==> src/rtl/pe_cell_pkg.sv <==
package pe_cell_pkg;
  localparam int NUM_PORTS = 4;
  localparam int OP_W      = 4;

  typedef enum logic [OP_W-1:0] {
    OP_SRC = 4'd0,
    OP_TRS = 4'd1,
    OP_MAC = 4'd2,
    OP_PRL = 4'd3,
    OP_MAX = 4'd4,
    OP_MIN = 4'd5,
    OP_GAT = 4'd6,
    OP_UNI = 4'd7,
    OP_DEL = 4'd8,
    OP_BLK = 4'd9
  } pe_op_e;
endpackage

==> src/rtl/pe_cfg_store.sv <==
module pe_cfg_store #(
  parameter int DATA_W = 16,
  parameter int OP_W   = 4,
  parameter int DIR_W  = 2
) (
  input  logic              clk,
  input  logic              rst,
  input  logic              we_i,
  input  logic [OP_W-1:0]   op_i,
  input  logic [DIR_W-1:0]  dir_i,
  input  logic [DATA_W-1:0] arg_i,
  output logic [OP_W-1:0]   op_o,
  output logic [DIR_W-1:0]  dir_o,
  output logic [DATA_W-1:0] arg_o
);
  import pe_cell_pkg::*;

  always_ff @(posedge clk) begin
    if (rst) begin
      op_o  <= OP_W'(OP_BLK);
      dir_o <= '0;
      arg_o <= '0;
    end else if (we_i) begin
      op_o  <= op_i;
      dir_o <= dir_i;
      arg_o <= arg_i;
    end
  end

  AST_CFG_TAKES: assert property (@(posedge clk) disable iff (rst)
    we_i |=> (op_o == $past(op_i) && dir_o == $past(dir_i) && arg_o == $past(arg_i)));
endmodule

==> src/rtl/pe_port_route.sv <==
module pe_port_route #(
  parameter int DATA_W = 16,
  parameter int NPORT  = 4,
  parameter int DIR_W  = $clog2(NPORT)
) (
  input  logic [NPORT-1:0][DATA_W-1:0] in_i,
  input  logic [DIR_W-1:0]             dir_i,
  input  logic [DATA_W-1:0]            res_i,
  output logic [DATA_W-1:0]            up_o,
  output logic [DATA_W-1:0]            side_o,
  output logic [NPORT-1:0][DATA_W-1:0] out_o
);
  localparam logic [DIR_W-1:0] HALF_TURN    = DIR_W'(NPORT / 2);
  localparam logic [DIR_W-1:0] QUARTER_TURN = DIR_W'(1);

  logic [DIR_W-1:0] up_idx;
  logic [DIR_W-1:0] side_idx;

  assign up_idx   = dir_i + HALF_TURN;
  assign side_idx = dir_i + QUARTER_TURN;
  assign up_o     = in_i[up_idx];
  assign side_o   = in_i[side_idx];

  for (genvar g = 0; g < NPORT; g++) begin : g_port
    assign out_o[g] = (dir_i == DIR_W'(g)) ? res_i : '0;
  end
endmodule

==> src/rtl/pe_alu.sv <==
module pe_alu #(
  parameter int DATA_W = 16,
  parameter int FRAC_W = 8,
  parameter int OP_W   = 4
) (
  input  logic [OP_W-1:0]   op_i,
  input  logic [DATA_W-1:0] arg_i,
  input  logic [DATA_W-1:0] up_i,
  input  logic [DATA_W-1:0] side_i,
  input  logic [DATA_W-1:0] del_i,
  output logic [DATA_W-1:0] res_o
);
  import pe_cell_pkg::*;

  localparam int     PROD_W = 2 * DATA_W;
  localparam int     WIDE_W = PROD_W + 1;
  localparam longint HI_L   = (longint'(1) << (DATA_W - 1)) - 1;
  localparam logic signed [WIDE_W-1:0] SAT_HI = WIDE_W'(HI_L);
  localparam logic signed [WIDE_W-1:0] SAT_LO = WIDE_W'(-HI_L - 1);
  localparam logic signed [PROD_W-1:0] HALF   = PROD_W'(longint'(1) << (FRAC_W - 1));

  function automatic logic [DATA_W-1:0] clamp(input logic signed [WIDE_W-1:0] v);
    if (v > SAT_HI) return SAT_HI[DATA_W-1:0];
    if (v < SAT_LO) return SAT_LO[DATA_W-1:0];
    return v[DATA_W-1:0];
  endfunction

  logic signed [DATA_W-1:0] up_s, side_s, arg_s;
  logic signed [PROD_W-1:0] mac_prod, mac_rnd, prl_prod, prl_rnd;
  logic signed [WIDE_W-1:0] mac_sum, uni_sum;

  assign up_s     = up_i;
  assign side_s   = side_i;
  assign arg_s    = arg_i;
  assign mac_prod = PROD_W'(side_s) * PROD_W'(arg_s);
  assign mac_rnd  = (mac_prod + HALF) >>> FRAC_W;
  assign mac_sum  = WIDE_W'(mac_rnd) + WIDE_W'(up_s);
  assign prl_prod = PROD_W'(up_s) * PROD_W'(arg_s);
  assign prl_rnd  = (prl_prod + HALF) >>> FRAC_W;
  assign uni_sum  = WIDE_W'(up_s) + WIDE_W'(side_s);

  always_comb begin
    case (op_i)
      OP_SRC:  res_o = arg_i;
      OP_TRS:  res_o = up_i;
      OP_MAC:  res_o = clamp(mac_sum);
      OP_PRL:  res_o = up_s[DATA_W-1] ? clamp(WIDE_W'(prl_rnd)) : up_i;
      OP_MAX:  res_o = (up_s > side_s) ? up_i : side_i;
      OP_MIN:  res_o = (up_s < side_s) ? up_i : side_i;
      OP_GAT:  res_o = (side_i == arg_i) ? up_i : '0;
      OP_UNI:  res_o = clamp(uni_sum);
      OP_DEL:  res_o = del_i;
      default: res_o = '0;
    endcase
  end
endmodule

==> src/rtl/pe_cell.sv <==
module pe_cell #(
  parameter int DATA_W = 16,
  parameter int FRAC_W = 8
) (
  input  logic              clk,
  input  logic              rst,
  input  logic              cfg_we,
  input  logic [3:0]        cfg_op,
  input  logic [1:0]        cfg_dir,
  input  logic [DATA_W-1:0] cfg_arg,
  input  logic [DATA_W-1:0] nb_n_i,
  input  logic [DATA_W-1:0] nb_e_i,
  input  logic [DATA_W-1:0] nb_s_i,
  input  logic [DATA_W-1:0] nb_w_i,
  output logic [DATA_W-1:0] nb_n_o,
  output logic [DATA_W-1:0] nb_e_o,
  output logic [DATA_W-1:0] nb_s_o,
  output logic [DATA_W-1:0] nb_w_o
);
  import pe_cell_pkg::*;

  localparam int NPORT = NUM_PORTS;
  localparam int DIR_W = $clog2(NPORT);

  logic [OP_W-1:0]             op_q;
  logic [DIR_W-1:0]            dir_q;
  logic [DATA_W-1:0]           arg_q;
  logic [NPORT-1:0][DATA_W-1:0] in_w, out_d, out_q;
  logic [DATA_W-1:0]           up_w, side_w, res_w, del_q;

  pe_cfg_store #(.DATA_W(DATA_W), .OP_W(OP_W), .DIR_W(DIR_W)) u_cfg (
    .clk(clk), .rst(rst), .we_i(cfg_we), .op_i(cfg_op), .dir_i(cfg_dir),
    .arg_i(cfg_arg), .op_o(op_q), .dir_o(dir_q), .arg_o(arg_q)
  );

  assign in_w = {nb_w_i, nb_s_i, nb_e_i, nb_n_i};

  pe_port_route #(.DATA_W(DATA_W), .NPORT(NPORT), .DIR_W(DIR_W)) u_route (
    .in_i(in_w), .dir_i(dir_q), .res_i(res_w),
    .up_o(up_w), .side_o(side_w), .out_o(out_d)
  );

  pe_alu #(.DATA_W(DATA_W), .FRAC_W(FRAC_W), .OP_W(OP_W)) u_alu (
    .op_i(op_q), .arg_i(arg_q), .up_i(up_w), .side_i(side_w),
    .del_i(del_q), .res_o(res_w)
  );

  always_ff @(posedge clk) begin
    if (rst) begin
      out_q <= '0;
      del_q <= '0;
    end else begin
      out_q <= out_d;
      del_q <= up_w;
    end
  end

  assign nb_n_o = out_q[0];
  assign nb_e_o = out_q[1];
  assign nb_s_o = out_q[2];
  assign nb_w_o = out_q[3];

  // cycles since reset, saturating; qualifies two-deep history checks
  logic [1:0] live_cnt;
  always_ff @(posedge clk) begin
    if (rst) live_cnt <= '0;
    else if (live_cnt != 2'd3) live_cnt <= live_cnt + 2'd1;
  end

  AST_SINGLE_DRIVE: assert property (@(posedge clk) disable iff (rst)
    $onehot0({|out_q[3], |out_q[2], |out_q[1], |out_q[0]}));
  AST_BLOCK_SILENT: assert property (@(posedge clk) disable iff (rst)
    (op_q >= 4'd9) |=> (out_q == '0));
  AST_SOURCE_EMITS: assert property (@(posedge clk) disable iff (rst)
    (op_q == OP_SRC) |=> (out_q[$past(dir_q)] == $past(arg_q)));
  AST_GATE_SHUT: assert property (@(posedge clk) disable iff (rst)
    (op_q == OP_GAT && side_w != arg_q) |=> (out_q == '0));
  AST_DELAY_TWO: assert property (@(posedge clk) disable iff (rst)
    (live_cnt == 2'd3 && op_q == OP_DEL && $stable(dir_q))
      |=> (out_q[$past(dir_q)] == $past(up_w, 2)));
endmodule

==> config.mk <==
export PLATFORM = sky130hd
export DESIGN_NAME = pe_cell
export DESIGN_NICKNAME = d
export VERILOG_FILES = /design/src/rtl/pe_cell_pkg.sv /design/src/rtl/pe_cfg_store.sv /design/src/rtl/pe_port_route.sv /design/src/rtl/pe_alu.sv /design/src/rtl/pe_cell.sv
export SDC_FILE = /design/constraint.sdc
export NUM_CORES = 2
export LEC_CHECK = 0
export CELL_PAD_IN_SITES_DETAIL_PLACEMENT = 0
export CELL_PAD_IN_SITES_GLOBAL_PLACEMENT = 1
export CORE_UTILIZATION = 47
export CTS_BUF_LIST = sky130_fd_sc_hd__clkbuf_8
export DETAILED_ROUTE_END_ITERATION = 12
export PLACE_DENSITY_LB_ADDON = 0.15
export SYNTH_ARGS = -nofsm -noshare
export SYNTH_HDL_FRONTEND = slang
export SYNTH_SLANG_ARGS = --single-unit
==> constraint.sdc <==
create_clock -name clk -period 14.4 [get_ports clk]
set_clock_uncertainty 0.15 [all_clocks]
set_input_delay 3.6 -clock clk [delete_from_list [all_inputs] [get_ports clk]]
set_output_delay 3.6 -clock clk [all_outputs]
set_load 0.03 [all_outputs]
# == After elaboration in Yosys (flattened, before gate mapping) ==
# Cells that the tools add are included.
# op_classes
n_mul,2
n_eq_ne,12
magnitude_cmp,10
add_sub_neg,6
reduce_logical,6
bitwise_logic,4
muxes,36
# ops
cell,n
2-to-1 mux 16 bit,18
case mux 16 bit (9 select lines),1
"> comparator 33 x 16 -> 1 bit, second input constant",2
"less-than comparator 33 x 16 -> 1 bit, second input constant",2
"adder 32 x 9 -> 32 bit, second input constant",2
binary-select mux 16 bit (select 2 bit),2
multiplier 16 x 16 -> 32 bit,2
adder 24 x 16 -> 25 bit,1
"> comparator 24 x 16 -> 1 bit, second input constant",1
"less-than comparator 24 x 16 -> 1 bit, second input constant",1
adder 16 x 16 -> 17 bit,1
== test 16 bit,1
"== test 4 x 3 -> 1 bit, second input constant",4
> comparator 16 bit,1
less-than comparator 16 bit,1
2-to-1 mux 1 bit,15
"== test 4 x 2 -> 1 bit, second input constant",2
OR reduction 2 bit,4
"less-than comparator 2 x 3 -> 1 bit, second input constant",2
"== test 2 bit, second input constant",2
"== test 4 x 1 -> 1 bit, second input constant",1
"== test 4 bit, second input constant",1
zero test 4 bit,1
NOT 1 bit,4
other kinds (4),4
# totals
elab_cells,84
output_inout_bits,64
reg_bits,102

# == Longest topological paths before layout ==
# logic_depth
ltp_word,14
ltp_mapped,46

# == By module ==
# A second synthesis with hierarchy kept.
# unflattened
hier_cells,3036
hier_area_um2,27351.2
# by_module_without_submodules
mod,area_each_um2,n_inst,seq_area_each_um2,cells_each
pe_alu,23107.2,1,0.0,2683
pe_cell,2142.1,1,1601.5,168
pe_port_route,1296.2,1,0.0,114
pe_cfg_store,805.8,1,440.4,71

# == Least setup slack after synthesis ==
# OpenSTA, ideal clock, no wires.
# synth_timing
kind,input to register
start,in nb_s_i[6]
end,"reg out_q, in the netlist nb_s_o[11]"
cell_stages,37
setup_slack_ns,1.546
path_buffers,3
arrival_time_ns,12.620
required_ns,14.166
setup_time_ns,0.084
path_cell_list,mux4_2 > buf_1 > ha_1 > fa_1 > inv_1 > fa_1 > fa_1 > fa_1 > inv_1 > fa_1 > inv_1 > fa_1 > inv_1 > ha_1 > a21o_1 > a21o_1 > a21oi_1 > nor2_1 > o21a_1 > o41a_1 > o221a_2 > o21a_1 > nor2_1 > xnor2_1 > ha_1 > clkbuf_1 > nand2_1 > o21ai_0 > o41ai_1 > nand2_1 > or4b_2 > a32oi_1 > nand4_1 > o31ai_1 > buf_1 > o21ai_0 > o221ai_1
# synth_between
elab_chain_len,12
elab_cells_between_ends,48
cone_classes,4 x add/sub; 2 x mul; 8 x order compare; 1 x eq/ne; 33 x mux
# synth_rtl
item,line,text
from (decl),pe_cell.sv:13,"input logic [DATA_W-1:0] nb_s_i,"
"binary-select mux 16 bit (select 2 bit), on equally long branches","pe_port_route.sv:22, pe_port_route.sv:21",
"2-to-1 mux 16 bit, on equally long branches","pe_port_route.sv:22, pe_port_route.sv:21",
"multiplier 16 x 16 -> 32 bit, on equally long branches","pe_alu.sv:35, pe_alu.sv:38",
"adder 32 x 9 -> 32 bit, on equally long branches","pe_alu.sv:36, pe_alu.sv:39",
adder 24 x 16 -> 25 bit / less-than comparator 24 x 16 -> 1 bit (equally long branches),"pe_alu.sv:37, pe_alu.sv:24",
less-than comparator 33 x 16 -> 1 bit / 2-to-1 mux 1 bit (equally long branches),pe_alu.sv:24,if (v < SAT_LO) return SAT_LO[DATA_W-1:0];
2-to-1 mux 1 bit,pe_alu.sv:24,
"2-to-1 mux 1 bit, on equally long branches","pe_alu.sv:24, pe_alu.sv:43",
2-to-1 mux 1 bit / 2-to-1 mux 16 bit (equally long branches),"pe_alu.sv:43, pe_alu.sv:25",
"2-to-1 mux 16 bit, on equally long branches","pe_alu.sv:25, pe_alu.sv:24",
"2-to-1 mux 16 bit, on equally long branches","pe_alu.sv:24, pe_alu.sv:47",
case mux 16 bit (9 select lines) (*),pe_alu.sv:43,case (op_i)
to (signal assigned),pe_cell.sv:53,out_q <= out_d;
to (decl),pe_cell.sv:28,"logic [NPORT-1:0][DATA_W-1:0] in_w, out_d, out_q;"
# Mark *: on every way between the ends. The rest lies on a longest branch, timed or not. The select of a mux whose other input is x is not followed.
# A chain may end at the register's enable or synchronous reset.

# == Worst setup path after layout ==
# layout_timing
start,in nb_n_i[7]
end,"reg out_q, in the netlist nb_n_o[4]"
# layout_between
elab_chain_len,12
elab_cells_between_ends,48
cone_classes,4 x add/sub; 2 x mul; 8 x order compare; 1 x eq/ne; 33 x mux
# layout_rtl
item,line,text
from (decl),pe_cell.sv:11,"input logic [DATA_W-1:0] nb_n_i,"
"binary-select mux 16 bit (select 2 bit), on equally long branches","pe_port_route.sv:22, pe_port_route.sv:21",
"2-to-1 mux 16 bit, on equally long branches","pe_port_route.sv:22, pe_port_route.sv:21",
"multiplier 16 x 16 -> 32 bit, on equally long branches","pe_alu.sv:35, pe_alu.sv:38",
"adder 32 x 9 -> 32 bit, on equally long branches","pe_alu.sv:36, pe_alu.sv:39",
adder 24 x 16 -> 25 bit / less-than comparator 24 x 16 -> 1 bit (equally long branches),"pe_alu.sv:37, pe_alu.sv:24",
less-than comparator 33 x 16 -> 1 bit / 2-to-1 mux 1 bit (equally long branches),pe_alu.sv:24,
2-to-1 mux 1 bit,pe_alu.sv:24,
"2-to-1 mux 1 bit, on equally long branches","pe_alu.sv:24, pe_alu.sv:43",
2-to-1 mux 1 bit / 2-to-1 mux 16 bit (equally long branches),"pe_alu.sv:43, pe_alu.sv:25",
"2-to-1 mux 16 bit, on equally long branches","pe_alu.sv:25, pe_alu.sv:24",
"2-to-1 mux 16 bit, on equally long branches","pe_alu.sv:24, pe_alu.sv:47",
case mux 16 bit (9 select lines) (*),pe_alu.sv:43,
# Marked as above.

==> run metrics <==
outcome complete, no violations; largest family of logic cells by synthesized area adder cells; TritonCTS clock tree done; met1 global-route usage 46.09%; area of the multi-input gates 22960 um2; GR Util met3 under 10%; CP Class primary input to flop; DR vias 23480; initial core utilization between 40% and 50%; CP Data Arrival Time 13.89 ns; area of the die 60440 um2; insertion delay to the later sink of the worst-skew pair 0.43 ns; r2r endpoint nb_n_o[4]; r2r setup slk 2.99 ns; post-layout minimum cycle time 13.73 ns; mux cell area share after synthesis approximately 3.4%; FFs w/ async S/R, synth 0%; Die X 245.9 um; period utilization approximately 95%; DP Wirelength 73910 um; gr usage total 32.16%; max-cap violations 0; CP most frequent cell fa_1; Avg Synthesized Cell Area 8.822 um2; leading cell type in the layout, fill and taps excluded inv_1; Layout area overhead 9.890%; fill cell count 5533; number of antenna diodes 0; post-route antenna net violation count 0; number of synthesized flops with an enable pin 0; Slew Viols, Final 0; TritonRoute pass-1 iters 8; share of layout cells above drive strength 1 5.017%; GRT overflow 0; Hold Crit Class flop to flop; # DRC 0; Core Area 58910 um2; Post-Syn Area between 20000 and 30000 um2; WP buf/inv 8; largest net degree at the start of global routing 47; Worst setup EP type flop; Synth Area in Adders 47.93%; CP required 14.56 ns; CTS Sinks 102; clk root buf clkbuf_8; Hold Path Origin u_cfg.op_o[2]; chip height 245.9 um; Post-Synthesis Net Count approximately 4000; kind of start point of the critical path primary input; sequential cell area approximately 2000 um2; met2 Usage GRT 49.71%; global-route wire length before repair roughly 150000 um; maximum root-to-sink buffer count 2; post-CTS setup buffers 0; Most used DFF post-synth dfxtp_1; port bufs 152; RSZ-0062 raised after global routing false; Fin. Hold Viols 0; FF-to-FF Start u_cfg.dir_o[1]; r2r worst-path depth 36; Synth Area in XOR/XNOR 2.879%; total wire length roughly 94000 um; # rows 89; register bit total from synthesis 102; Boundary Pins approximately 150; Final setup viols 0; Syn Inst Count ~3200; Routed wire per std cell 23.29 um; CTS buffer count 9; initial antenna violation count 1; worst-margin pin slew around 1.1 ns; Clock transition at path regs 0.11 ns; Crit path max-delay family adder cells; Simple-Gate Fraction of Synth Area 15.92%; WHS Endpoint u_cfg.op_o[2]; Worst path max stage delay 0.70 ns; most frequent cells in the layout inv_1 (642), fa_1 (526), nand2_1 (362); H-Tree Depth 3; Max-slew headroom 24.45%; Netlist cell types 81; number of global-route vias before repair about 25000; DR vias/cell 5.809; setup_tns 0 ns; Compound-Gate Fraction of Synth Area 11.92%; Final #Nets around 4100; DR iter-0 viols around 1900; yosys warns 0; Hold Path Stages 2; f_max 0.07283 GHz; RePlAce Congestion 0.9500; CP Max Fanout 11; post-synthesis sequential area ratio 7.306%; global route hottest layer met2; Slowest cell on crit path a2111oi_0
[state kept, by name (all words and copies together) (netlist names)]
register     count
del_q           16
u_cfg.arg_o     16
u_cfg.dir_o      2
nb_e_o          16
u_cfg.op_o       4
nb_s_o          16
nb_w_o          16
nb_n_o          16
[synthesized netlist by cell type, types with 23 or more instances]
library cell	n	share of area, %
mux2i_1	24	0.86
buf_1	33	0.44
o21ai_0	87	1.6
o211ai_1	23	0.62
o221ai_1	41	1.3
and2_1	211	4.7
xor2_1	26	0.81
inv_1	642	8.6
a21o_1	25	0.67
xnor2_1	64	2.0
nor3_1	40	0.72
ha_1	229	10
a211oi_1	25	0.67
a21oi_1	71	1.3
fa_1	526	38
nand2_1	362	4.9
o21a_1	24	0.64
clkbuf_1	109	1.5
nor2_1	148	2.0
dfxtp_1	102	7.3
mux4_2	31	2.5
[cells by family (layout without fill, tap and decap cells)]
logic type / after synthesis / after routing
simple gates: 915 / 915
buf+inv: 787 / 888
fa+ha+maj: 755 / 755
compound gates: 461 / 461
flops: 102 / 102
xor+xnor: 91 / 91
mux: 57 / 57
[layout make-up]
class / instances / area share (%)
inverter: 642 / 7.846
timing repair buffer: 231 / 6.991
multi-input combinational: 2279 / 74.76
sequential: 102 / 6.673
clock inverter: 6 / 0.1793
clock buffer: 9 / 0.4033
tap: 773 / 3.149
[worst max-delay path by stage]
stage / from / endpoint / slack, ns / cells after the start
floorplan: nb_s_i[6] / nb_s_o[11] / 1.55 / 37
global placement: nb_e_i[3] / nb_n_o[13] / 0.35 / 35
detailed placement: nb_s_i[7] / nb_e_o[13] / 0.30 / 36
CTS: nb_s_i[7] / nb_e_o[10] / 0.68 / 35
global route: nb_s_i[7] / nb_n_o[10] / 0.09 / 35
finish: nb_n_i[7] / nb_n_o[4] / 0.67 / 35
[metal layers]
layer	share of wire, %	up-vias	wire length, um
met3	8.3	137	7803
met1	44	11940	41710
met5	0	-	0
met2	44	1086	41850
met4	2.9	0	2775
li1	-	10320	-
[metrics by stage]
step	hold WS, ns	cell area (um2)	util [%]	setup slack [ns]	instances
after floorplan	0.3954	27950	-	1.546	3168
after global placement	0.5791	30530	51.82	0.3482	4027
after detailed placement	0.5717	30530	51.82	0.2983	4027
after CTS	0.5906	30710	52.13	0.6811	4042
after global routing	0.6313	30710	52.14	0.09168	4042
final	0.5870	30710	52.14	0.6685	4042
[what timing repair did]
item | in CTS | in global routing
resized for setup | 0 | 1
hold buffers | 0 | 0
setup endpoints to repair | 0 | 8
[worst register-to-register path: cells and delay by family (launching register included)]
kind / cells / cell delay [ns]
compound gates: 9 / 2.50
fa+ha+maj: 9 / 4.48
buf+inv: 8 / 0.93
flops: 1 / 0.34
mux: 1 / 0.78
simple gates: 9 / 2.13
Power is left out: the tool's default activity adds up to more than one toggle a clock period on the data nets, which glitch-free logic cannot reach.
